$ cat src/rtl/card_event_pkg.sv
package card_event_pkg;
    localparam int REG_AW   = 3;
    localparam int PIN_W    = 7;
    localparam int CHG_W    = 4;

    localparam logic [REG_AW-1:0] ADDR_STATUS = 3'd1;
    localparam logic [REG_AW-1:0] ADDR_MODE   = 3'd3;
    localparam logic [REG_AW-1:0] ADDR_CHG    = 3'd4;
    localparam logic [REG_AW-1:0] ADDR_ENA    = 3'd5;

    localparam int CHG_BAT1 = 0;
    localparam int CHG_BAT2 = 1;
    localparam int CHG_RDY  = 2;
    localparam int CHG_DET  = 3;

    typedef struct packed {
        logic pwr;
        logic rdy;
        logic wp;
        logic det_b;
        logic det_a;
        logic bat2;
        logic bat1;
    } pins_t;

    typedef enum logic [0:0] {
        ST_FILL = 1'b0,
        ST_RUN  = 1'b1
    } run_state_t;
endpackage

$ cat src/rtl/card_event_sync.sv
module card_event_sync #(
    parameter int W      = 8,
    parameter int STAGES = 2
) (
    input  logic         clk,
    input  logic         rst_n,
    input  logic [W-1:0] d,
    output logic [W-1:0] q
);
    logic [W-1:0] chain [STAGES];

    for (genvar i = 0; i < STAGES; i++) begin : g_stage
        if (i == 0) begin : g_first
            always_ff @(posedge clk or negedge rst_n) begin
                if (!rst_n) chain[0] <= '0;
                else        chain[0] <= d;
            end
        end else begin : g_next
            always_ff @(posedge clk or negedge rst_n) begin
                if (!rst_n) chain[i] <= '0;
                else        chain[i] <= chain[i-1];
            end
        end
    end

    assign q = chain[STAGES-1];
endmodule

$ cat src/rtl/card_event_socket.sv
module card_event_socket
    import card_event_pkg::*;
(
    input  logic             clk,
    input  logic             rst_n,
    input  logic             detect_en,
    input  pins_t            pins,
    input  logic             mode_wr,
    input  logic             ena_wr,
    input  logic [7:0]       wdata,
    input  logic             chg_clr,
    output logic [7:0]       status_o,
    output logic             io_mode_o,
    output logic [CHG_W-1:0] ena_o,
    output logic [CHG_W-1:0] chg_o,
    output logic [CHG_W-1:0] set_o,
    output logic             irq_o
);
    pins_t            prev_q;
    logic             io_q;
    logic [CHG_W-1:0] ena_q;
    logic [CHG_W-1:0] chg_q;
    logic [CHG_W-1:0] set_v;
    logic             present_now;
    logic             present_old;

    assign present_now = pins.det_a & pins.det_b;
    assign present_old = prev_q.det_a & prev_q.det_b;

    always_comb begin
        set_v = '0;
        if (detect_en) begin
            set_v[CHG_BAT1] = pins.bat1 ^ prev_q.bat1;
            set_v[CHG_BAT2] = !io_q && (pins.bat2 ^ prev_q.bat2);
            set_v[CHG_RDY]  = !io_q && (pins.rdy ^ prev_q.rdy);
            set_v[CHG_DET]  = present_now ^ present_old;
        end
    end

    always_ff @(posedge clk or negedge rst_n) begin
        if (!rst_n) begin
            prev_q <= '0;
            io_q   <= 1'b0;
            ena_q  <= '0;
            chg_q  <= '0;
        end else begin
            prev_q <= pins;
            if (mode_wr) io_q  <= wdata[0];
            if (ena_wr)  ena_q <= wdata[CHG_W-1:0];
            chg_q <= (chg_clr ? '0 : chg_q) | set_v;
        end
    end

    assign status_o  = {1'b0, pins};
    assign io_mode_o = io_q;
    assign ena_o     = ena_q;
    assign chg_o     = chg_q;
    assign set_o     = set_v;
    assign irq_o     = |(chg_q & ena_q);
endmodule

$ cat src/rtl/card_event_irq.sv
module card_event_irq
    import card_event_pkg::*;
#(
    parameter int NSOCK       = 2,
    parameter int SYNC_STAGES = 2,
    localparam int SEL_W      = (NSOCK > 1) ? $clog2(NSOCK) : 1
) (
    input  logic              clk,
    input  logic              rst_n,
    input  logic [NSOCK-1:0]  card_det_a,
    input  logic [NSOCK-1:0]  card_det_b,
    input  logic [NSOCK-1:0]  card_bvd1,
    input  logic [NSOCK-1:0]  card_bvd2,
    input  logic [NSOCK-1:0]  card_rdy,
    input  logic [NSOCK-1:0]  card_wp,
    input  logic [NSOCK-1:0]  card_pwr,
    input  logic [SEL_W-1:0]  reg_sel,
    input  logic [2:0]        reg_addr,
    input  logic              reg_rd,
    input  logic              reg_wr,
    input  logic [7:0]        reg_wdata,
    output logic [7:0]        reg_rdata,
    output logic [NSOCK-1:0]  irq_sock,
    output logic              irq
);
    localparam int FILL_LEN = SYNC_STAGES + 1;
    localparam int CNT_W    = $clog2(FILL_LEN + 1);
    localparam int RAW_W    = NSOCK * PIN_W;

    run_state_t       state, state_nx;
    logic [CNT_W-1:0] fill_cnt;
    logic             detect_en;

    logic [RAW_W-1:0] raw_pins;
    logic [RAW_W-1:0] sync_pins;

    logic [NSOCK-1:0][CHG_W-1:0] chg_a;
    logic [NSOCK-1:0][CHG_W-1:0] set_a;
    logic [NSOCK-1:0][CHG_W-1:0] ena_a;
    logic [NSOCK-1:0][7:0]       stat_a;
    logic [NSOCK-1:0]            io_v;
    logic [NSOCK-1:0]            clr_v;
    logic [NSOCK-1:0]            mode_wr_v;
    logic [NSOCK-1:0]            ena_wr_v;
    logic [7:0]                  rd_mux;

    // state register
    always_ff @(posedge clk or negedge rst_n) begin
        if (!rst_n) begin
            state    <= ST_FILL;
            fill_cnt <= '0;
        end else begin
            state <= state_nx;
            if (state == ST_FILL) fill_cnt <= fill_cnt + 1'b1;
        end
    end

    // next state
    always_comb begin
        state_nx = state;
        unique case (state)
            ST_FILL: if (fill_cnt == CNT_W'(FILL_LEN - 1)) state_nx = ST_RUN;
            ST_RUN:  state_nx = ST_RUN;
        endcase
    end

    // state outputs
    always_comb begin
        detect_en = 1'b0;
        unique case (state)
            ST_FILL: detect_en = 1'b0;
            ST_RUN:  detect_en = 1'b1;
        endcase
    end

    for (genvar s = 0; s < NSOCK; s++) begin : g_pack
        assign raw_pins[s*PIN_W +: PIN_W] = {card_pwr[s], card_rdy[s], card_wp[s],
                                             card_det_b[s], card_det_a[s],
                                             card_bvd2[s], card_bvd1[s]};
    end

    card_event_sync #(.W(RAW_W), .STAGES(SYNC_STAGES)) u_sync (
        .clk  (clk),
        .rst_n(rst_n),
        .d    (raw_pins),
        .q    (sync_pins)
    );

    for (genvar s = 0; s < NSOCK; s++) begin : g_sock
        logic hit;
        assign hit          = (reg_sel == SEL_W'(s));
        assign mode_wr_v[s] = reg_wr && hit && (reg_addr == ADDR_MODE);
        assign ena_wr_v[s]  = reg_wr && hit && (reg_addr == ADDR_ENA);
        assign clr_v[s]     = reg_rd && hit && (reg_addr == ADDR_CHG);

        card_event_socket u_sock (
            .clk      (clk),
            .rst_n    (rst_n),
            .detect_en(detect_en),
            .pins     (pins_t'(sync_pins[s*PIN_W +: PIN_W])),
            .mode_wr  (mode_wr_v[s]),
            .ena_wr   (ena_wr_v[s]),
            .wdata    (reg_wdata),
            .chg_clr  (clr_v[s]),
            .status_o (stat_a[s]),
            .io_mode_o(io_v[s]),
            .ena_o    (ena_a[s]),
            .chg_o    (chg_a[s]),
            .set_o    (set_a[s]),
            .irq_o    (irq_sock[s])
        );
    end

    always_comb begin
        rd_mux = '0;
        for (int s = 0; s < NSOCK; s++) begin
            if (reg_sel == SEL_W'(s)) begin
                unique case (reg_addr)
                    ADDR_STATUS: rd_mux = stat_a[s];
                    ADDR_MODE:   rd_mux = {7'd0, io_v[s]};
                    ADDR_CHG:    rd_mux = {{(8-CHG_W){1'b0}}, chg_a[s]};
                    ADDR_ENA:    rd_mux = {{(8-CHG_W){1'b0}}, ena_a[s]};
                    default:     rd_mux = '0;
                endcase
            end
        end
    end

    always_ff @(posedge clk or negedge rst_n) begin
        if (!rst_n)      reg_rdata <= '0;
        else if (reg_rd) reg_rdata <= rd_mux;
        else             reg_rdata <= '0;
    end

    assign irq = |irq_sock;
endmodule

$ cat config.mk
export PLATFORM = sky130hd
export DESIGN_NAME = card_event_irq
export DESIGN_NICKNAME = d
export VERILOG_FILES = /design/src/rtl/card_event_pkg.sv /design/src/rtl/card_event_sync.sv /design/src/rtl/card_event_socket.sv /design/src/rtl/card_event_irq.sv
export SDC_FILE = /design/constraint.sdc
export NUM_CORES = 1
export LEC_CHECK = 0
export BUFFER_PORTS_ARGS = -buffer_cell sky130_fd_sc_hd__buf_2
export CELL_PAD_IN_SITES_DETAIL_PLACEMENT = 1
export CELL_PAD_IN_SITES_GLOBAL_PLACEMENT = 2
export CORE_MARGIN = 5
export CORE_UTILIZATION = 41
export DETAILED_ROUTE_END_ITERATION = 8
export GPL_TIMING_DRIVEN = 0
export PLACE_DENSITY = 0.85
export SLEW_MARGIN = 20
export SYNTH_ARGS = -nofsm -noshare
export SYNTH_HDL_FRONTEND = slang
export SYNTH_SLANG_ARGS = --single-unit
$ cat constraint.sdc
create_clock -name clk -period 2.6 [get_ports clk]
set_input_delay 0.13 -clock clk [delete_from_list [all_inputs] [get_ports clk]]
set_output_delay 0.13 -clock clk [all_outputs]
set_load 0.005 [all_outputs]
* After elaboration in Yosys (flattened, before gate mapping)
Index checks and enable logic that the tools add are counted.
** Cells by class
- Add/subtract/negate cells :: 1
- Multiply operators :: 0
- Divide/modulo/power cells :: 0
- Order comparisons :: 0
- Eq/ne operators :: 5
- Shift-type cells :: 0
- Muxes and demuxes :: 11
- Bitwise logic cells :: 18
- Reduce and logical (&&, ||, !) cells :: 19
** Operators by type and width (count)
- 7-bit one-hot mux with 4 select lines :: 2
- 4-bit two-way mux :: 4
- 8-bit two-way mux :: 2
- 1-bit logical AND :: 14
- 4-bit AND :: 2
- 4-bit bitwise OR :: 2
- 4-bit OR reduction :: 2
- 8-bit OR reduction :: 1
- 1-bit XOR :: 8
- 3-bit == test (second input constant) :: 2
- 1-bit AND :: 4
- 1-bit one-hot mux with 2 select lines :: 2
- 3-bit by 1-bit == test with 1-bit output (second input constant) :: 1
- 3-bit by 2-bit == test with 1-bit output (second input constant) :: 1
- 2-bit by 1-bit adder with 2-bit output (second input constant) :: 1
- 2-bit == test (second input constant) :: 1
- 1-bit logical NOT :: 2
- 1-bit inverter :: 2
- 1-bit two-way mux :: 1
** Word-level totals
- Register bits :: 67
- Bits in latches :: 0
- RAM bits :: 0
- Bits in read-only memories :: 0
- Input port bits :: 30
- Output and inout bits :: 11
- Word-level logic and storage cells :: 75
- Memories :: 0

* Logic depth before layout (Yosys ltp)
Gate-level depths: netlist (run 1).
- Depth after elaboration :: 5
- Gate-level depth with buffers :: 6
- Gate-level depth less buffers :: 4

* Hierarchy
A second synthesis (run 1) with hierarchy kept.
** Second synthesis, totals
- Cells, all modules :: 211
- Area total of the unflattened synthesis :: 2746.4 um^2
** Modules (own cells, without submodules)
- card_event_socket :: times used 2, cells each 47, area an instance 595.6 um^2, seq. area each 350.3 um^2
- card_event_sync :: times used 1, cells each 42, area an instance 805.8 um^2, seq. area each 700.7 um^2
- card_event_irq :: times used 1, cells each 75, area an instance 749.5 um^2, seq. area each 275.3 um^2

* Least setup slack after synthesis (run 1)
No wires, ideal clock.
- Kind :: in2reg
- From :: input port reg_addr[1]
- To :: register g_sock[0].u_sock.ena_q[0]
- Arrival :: 1.153 ns
- Required time :: 2.475 ns
- Slack :: 1.322 ns
- Stages on the path :: 6
- Path buffers :: 2
- Cells stage by stage :: buf_2 -> nor2b_1 -> and2_4 -> and3_1 -> buf_4 -> mux2_4
** On the way
- Word-level cells in the longest chain between the ends :: 2
** RTL lines
- from (decl) :: line card_event_irq.sv:18 : input logic [2:0] reg_addr,
- 3-bit == test :: line card_event_irq.sv:93 : assign ena_wr_v[s] = reg_wr && hit && (reg_addr == ADDR_ENA);
- 1-bit logical AND :: line card_event_irq.sv:93
- to (signal assigned) :: line card_event_socket.sv:49 : if (ena_wr) ena_q <= wdata[CHG_W-1:0];
- to (decl) :: line card_event_socket.sv:21 : logic [CHG_W-1:0] ena_q;
Every way passes these cells.
A chain may end at the register's enable or synchronous reset.

* Worst setup path in the final report (run 1)
- From :: register g_sock[1].u_sock.ena_q[1]
- To :: output port irq
** On the way
- Word-level cells in the longest chain between the ends :: 2
** RTL lines
- from (decl) :: line card_event_socket.sv:21
- from (signal assigned) :: line card_event_socket.sv:49
- 4-bit AND :: line card_event_socket.sv:59 : assign irq_o = |(chg_q & ena_q);
- 8-bit OR reduction :: line card_event_irq.sv:135 : assign irq = |irq_sock;
- to (decl) :: line card_event_irq.sv:24 : output logic irq
Every way passes these cells.

==> flow_summary.toml, run 1 <==
[status]
outcome = "complete, no violations"

[clock_tree]
cts.sinks = 66
cts_resized = 0
root_buffer = "clkbuf_8"
cts_buffers = 9
cts_tree = "built"
worstSkewPairLatency_ns = 0.35
clkTransAtPathRegs_ns = 0.07
clockBufferDepth = 2
htree_levels = 3

[final_layout]
final_area_um2 = 3030
finish.utilization_pct = 51.8
insertedDiodeCount = 0
fillCellCount = 590
drive_above_1_share_pct = 29.8
layout.area.seq_um2 = 1650
area_delta_synth_final_pct = 24.4
multi_input_area_um2 = 721
nets = 264

[setup_path]
endpoint_kind = "primary output"
endpoint = "irq"
worstPathArrival_ns = 1.51
startpoint = "g_sock[1].u_sock.ena_o[1]"
worstPathMaxFanout = 3
critical_path_class = "flip-flop to primary output"
rrSetupSlack_ns = 1.32
worstPathRequired_ns = 2.47
rr_endpoint = "reg_rdata[1]"
critPathLaunchType = "flip-flop"
r2r_start = "u_sync.q[1]"
reg2reg_depth = 4

[die]
ios = 41
initial_utilization_pct = 41.6
die_area_um2 = 7580
fp.dieH_um = 87.1
fp.coreArea_um2 = 5850
num_rows = 28
die_w_um = 87.1

[synth]
yosys_warnings = 0
synth_ff_type = "dfrtp_1"
yosysTopAreaCell = "dfrtp_1"
syn-mean-instance-area_um2 = 14.1
synthCells = 173
synth_common_cells = "66 x dfrtp_1, 11 x nand2_1, 10 x a22o_1, 9 x mux2_2, 8 x xor2_1"
syn_area_um2 = 2440
synth-seq-cells = 66
synth.most_common_cell = "dfrtp_1"
synth_top_area_share_pct = 67.8
synth.distinct_cells = 32
ys_seq_area_share_pct = 67.8
synth_edf_count = 0
synth.area.top_cells = "dfrtp_1 68%, mux2_2 4.2%, a22o_1 3.6%, xor2_1 2.9%, mux2_4 2.5%"
synth_fp_nets = 204
synth-async-reset-ratio_pct = 100

[global_routing]
antenna_found_initial = 0
first_global_vias = 1752
grtUsageTotal_pct = 16.0
grt_pass1_wl_um = 8800
grt_max_degree = 40
grt.overflow.total = 0

[route]
wl_per_cell_um = 16.5
drcViolationCount = 0
dr.pass1.iters = 4
drt_iter0_drc = 93
routed_wl_um = 5160
vias_per_cell = 4.86
route.vias.total = 1522
ant_nets = 0

[placement]
numPortBuffers = 33
dpl.hpwl_um = 3600
globalplace.congestion = 0.806
postPlaceCellArea_um2 = 2720

[sta]
slew_headroom_pct = 65.6
period_minus_slack_ns = 1.64
grt_setup_unrepaired = "no"
fmaxAchievable_mhz = 609
worst_slew_pin_slew_ns = 0.516
final-max-slew-violation-count = 0
setup_viol = 0
clock_skew_ns = 0.00425
fin_crit_sh_pct = 63.1
tns_ns = 0
hold_violations = 0

[min_path]
min_path_type = "input pin to flip-flop"

[power]
p_per_area_nw_per_um2 = 705
vdd.ir_drop.worst_mv = 0.450
p_leak_nw = 1.39
p_total_mw = 2.14

[run]
max-cap-violations = 0
## power by group
| part | internal (mW) | switching (mW) | leakage [nW] |
|---|---|---|---|
| logic | 0.136 | 0.106 | 0.542 |
| clock network | 0.368 | 0.372 | 0.0872 |
| registers | 1.10 | 0.0525 | 0.760 |
## sequential cells by signal, indices dropped and copies added, names as in the netlist
| signal | flops |
|---|---|
| reg_rdata | 7 |
| g_sock.u_sock.chg_o | 8 |
| state | 1 |
| u_sync.q | 14 |
| u_sync.chain | 14 |
| g_sock.u_sock.io_mode_o | 2 |
| fill_cnt | 2 |
| g_sock.u_sock.ena_o | 8 |
| g_sock.u_sock.prev_q | 10 |
## through the flow
stage | instances | hold WS (ns) | setup slack [ns]
2_1_floorplan | 173 | -0.166 | 1.32
3_3_place_gp | 281 | 0.238 | 1.18
3_5_place_dp | 282 | 0.0721 | 1.16
4_1_cts | 313 | 0.0305 | 0.941
5_1_grt | 313 | 0.0333 | 0.857
6_report | 313 | 0.0428 | 0.959
## critical path: stages, from the launching register on
cell,delay (ns)
dfrtp_1,0.40
a22oi_1,0.23
nand2_1,0.11
or2_2,0.29
buf_2,0.13
## metal layers
metal | global-route usage [%] | vias to the layer above | wire (um)
met1 | 19.6 | 756 | 2350
met5 | 0 | - | 0
met2 | 25.0 | 34 | 2390
met3 | 4.82 | 11 | 267
li1 | - | 721 | -
met4 | 9.35 | 0 | 152
## cell type report
cell class | instances | area share, %
multi-input combinational | 95 | 23.8
clock buffer | 13 | 4.91
clock inverter | 3 | 0.495
buffer | 9 | 1.73
inverter | 3 | 0.371
timing repair buffer | 49 | 11.1
tap | 75 | 3.10
sequential | 66 | 54.5
## what timing repair did
| action | CTS | global route |
|---|---|---|
| hold buffers | 15 | 0 |
| setup buffers | 0 | 0 |
| hold endpoints to repair | 41 | 0 |
## worst min-delay path by stage
stage,to,cells after the start,from
2_1_floorplan,fill_cnt[0],0,rst_n
3_3_place_gp,u_sync.chain[26],1,card_rdy[1]
3_5_place_dp,g_sock[1].u_sock.ena_o[3],1,rst_n
4_1_cts,g_sock[0].u_sock.ena_o[2],2,reg_wdata[2]
5_1_grt,g_sock[0].u_sock.ena_o[1],2,reg_wdata[1]
6_report,g_sock[0].u_sock.ena_o[2],2,reg_wdata[2]
## cell usage in the layout, fill, tap and decap left out, types with 2 or more instances in the layout
cell type / instances
mux2i_1: 5
clkbuf_8: 10
clkinv_2: 3
a22oi_1: 7
dfrtp_1: 66
mux2_4: 4
a22o_1: 10
o21ai_0: 3
buf_4: 5
nor2b_1: 6
xor2_1: 8
or2_2: 2
nand2_1: 11
a221oi_1: 3
and3_1: 2
inv_1: 3
nor2_1: 7
nand3_1: 4
buf_2: 35
clkbuf_1: 4
dlygate4sd3_1: 15
mux2_2: 9
a211oi_1: 3
## logic make-up after synthesis
| group | share of synthesized area [%] |
|---|---|
| DFF | 67.8 |
| and+or+nand+nor | 7.45 |
| AOI/OAI and AO/OA | 9.55 |
| muxes | 8.68 |
| buffers and inverters | 2.62 |
| xor gates and xnor gates | 3.24 |
| adders and majority gates | 0.514 |
| other | 0.154 |
No activity file was read; power rests on OpenSTA's default activity.
==> run 2, diff against run 1 <==
--- a/config.mk
+++ b/config.mk
@@ -9,10 +9,10 @@
 export CELL_PAD_IN_SITES_DETAIL_PLACEMENT = 1
 export CELL_PAD_IN_SITES_GLOBAL_PLACEMENT = 2
 export CORE_MARGIN = 5
-export CORE_UTILIZATION = 41
+export CORE_UTILIZATION = 38
 export DETAILED_ROUTE_END_ITERATION = 8
 export GPL_TIMING_DRIVEN = 0
-export PLACE_DENSITY = 0.85
+export PLACE_DENSITY = 0.8
 export SLEW_MARGIN = 20
 export SYNTH_ARGS = -nofsm -noshare
 export SYNTH_HDL_FRONTEND = slang
==> constraint.sdc (replaced) <==
create_clock -name clk -period 1.7 [get_ports clk]
set_input_delay 0.085 -clock clk [delete_from_list [all_inputs] [get_ports clk]]
set_output_delay 0.085 -clock clk [all_outputs]
set_load 0.005 [all_outputs]
==> run 2 against run 1 <==
Against the previous run:
- final cell count increased by 1.3%
- flip-flop and latch count unchanged
- clock power increased by 110%
- sequential power increased by 53%
- non-clock buffer count increased by 2
- critical path depth unchanged
- sequential share of layout area decreased by 1.6 points
- global-route usage decreased by 1.8 points
- largest cell class unchanged
==> flow_summary.toml, run 2 (same netlist as run 1, synthesis figures left out) <==
[setup_path]
endpoint_kind = "primary output"
worstPathArrival_ns = 1.49
crit_buf_inv = 1
worstPathRequired_ns = 1.62
worstPathCellList = "a22oi_1 > nand2_1 > or2_2 > buf_2"
critPathTopFamily = "flip-flops"
critPathLaunchType = "flip-flop"
critPathSlowestCell = "dfrtp_1"
max_stage_delay_ns = 0.41
critical_path_class = "flip-flop to primary output"
worstPathMaxFanout = 3

[route]
vias_per_cell = 4.85
ant_nets = 0
drt_iter0_drc = 55
wl_per_cell_um = 16.3
routed_wl_um = 5170
drcViolationCount = 0
dr.pass1.iters = 4
route.vias.total = 1539

[global_routing]
grt.overflow.total = 0
antenna_found_initial = 0
grtUsageTotal_pct = 14.2
first_global_vias = 1787
grt_pass1_wl_um = 8990
grt_max_degree = 38

[sta]
grt_setup_unrepaired = "no"
fin_crit_sh_pct = 92.6
setup_viol = 0
fin_ws_ns = 0.127
period_minus_slack_ns = 1.57
worst_hold_slack_ns = 0.0341
clock_skew_ns = 0.00624
hold_violations = 0
tns_ns = 0
slew_headroom_pct = 63.8
worst_slew_pin_slew_ns = 0.542
fmaxAchievable_mhz = 636
final-max-slew-violation-count = 0

[final_layout]
final_cell_mix = "66 x dfrtp_1, 35 x buf_2, 17 x dlygate4sd3_1"
insertedDiodeCount = 0
layout.area.seq_um2 = 1650
nets = 266
final_area_um2 = 3120
final_common_cell = "dfrtp_1"
drive_above_1_share_pct = 30.0
fillCellCount = 643
area_delta_synth_final_pct = 28.2
multi_input_area_um2 = 721

[power]
p_per_area_nw_per_um2 = 1180
vdd.ir_drop.worst_mv = 0.644
p_leak_nw = 1.42
p_total_mw = 3.68

[placement]
dpl.hpwl_um = 3670
postPlaceCellArea_um2 = 2720
dp_slack_ns = 0.302
numPortBuffers = 33
globalplace.congestion = 0.754

[clock_tree]
cts_buffers = 9
worstSkewPairLatency_ns = 0.34
clkTransAtPathRegs_ns = 0.06
cts.sinks = 66
htree_levels = 3
cts_resized = 0
cts_tree = "built"
clockBufferDepth = 2
root_buffer = "clkbuf_8"

[die]
fp.coreArea_um2 = 6280
ios = 41
die_area_um2 = 8110
die_w_um = 90.1
fp.dieH_um = 90.1
num_rows = 29
initial_utilization_pct = 38.8

[min_path]
min_path_type = "input pin to flip-flop"

[run]
max-cap-violations = 0

[status]
outcome = "complete, no violations"
run 2: where the power goes:
part,switching (mW),internal (mW)
Sequential,0.0764,1.69
Clock,0.571,0.973
Combinational,0.162,0.211
Total,0.810,2.87
run 2: area by class of cell:
class                      instances  share of cell area, %
timing repair buffer              51                   11.5
inverter                           3                  0.360
clock buffer                      11                   4.21
multi-input combinational         95                   23.1
tap                               77                   3.08
clock inverter                     5                   3.28
buffer                             9                   1.68
sequential                        66                   52.9
run 2: worst paths after layout:
check	cells past startpoint	startpoint	end	slack, ns
max	4	g_sock[1].u_sock.ena_o[1]	irq	0.13
min	2	reg_wdata[1]	g_sock[0].u_sock.ena_o[1]	0.03
max reg2reg	4	u_sync.q[1]	reg_rdata[1]	0.39
min reg2reg	0	u_sync.chain[18]	u_sync.q[4]	0.35
max in group asynchronous	3	rst_n	u_sync.chain[19]	0.97
min in group asynchronous	2	rst_n	g_sock[1].u_sock.ena_o[1]	0.22
run 2: timing repair:
item,4_1_cts,5_1_grt
hold buffers,17,0
buffers inserted,0,0
endpoints found under the hold margin,47,0
run 2: metrics by stage:
step	util [%]	instances
after floorplan	-	173
after global placement	43.0	283
after detailed placement	43.3	284
after CTS	49.8	317
after global routing	49.8	317
final	49.8	317
run 2: per-layer routing:
layer	GRT usage (%)	wire length, um	up-vias
li1	-	-	726
met1	16.7	2300	764
met2	22.3	2500	37
met3	5.68	250	12
met4	7.57	116	0
met5	0	0	-
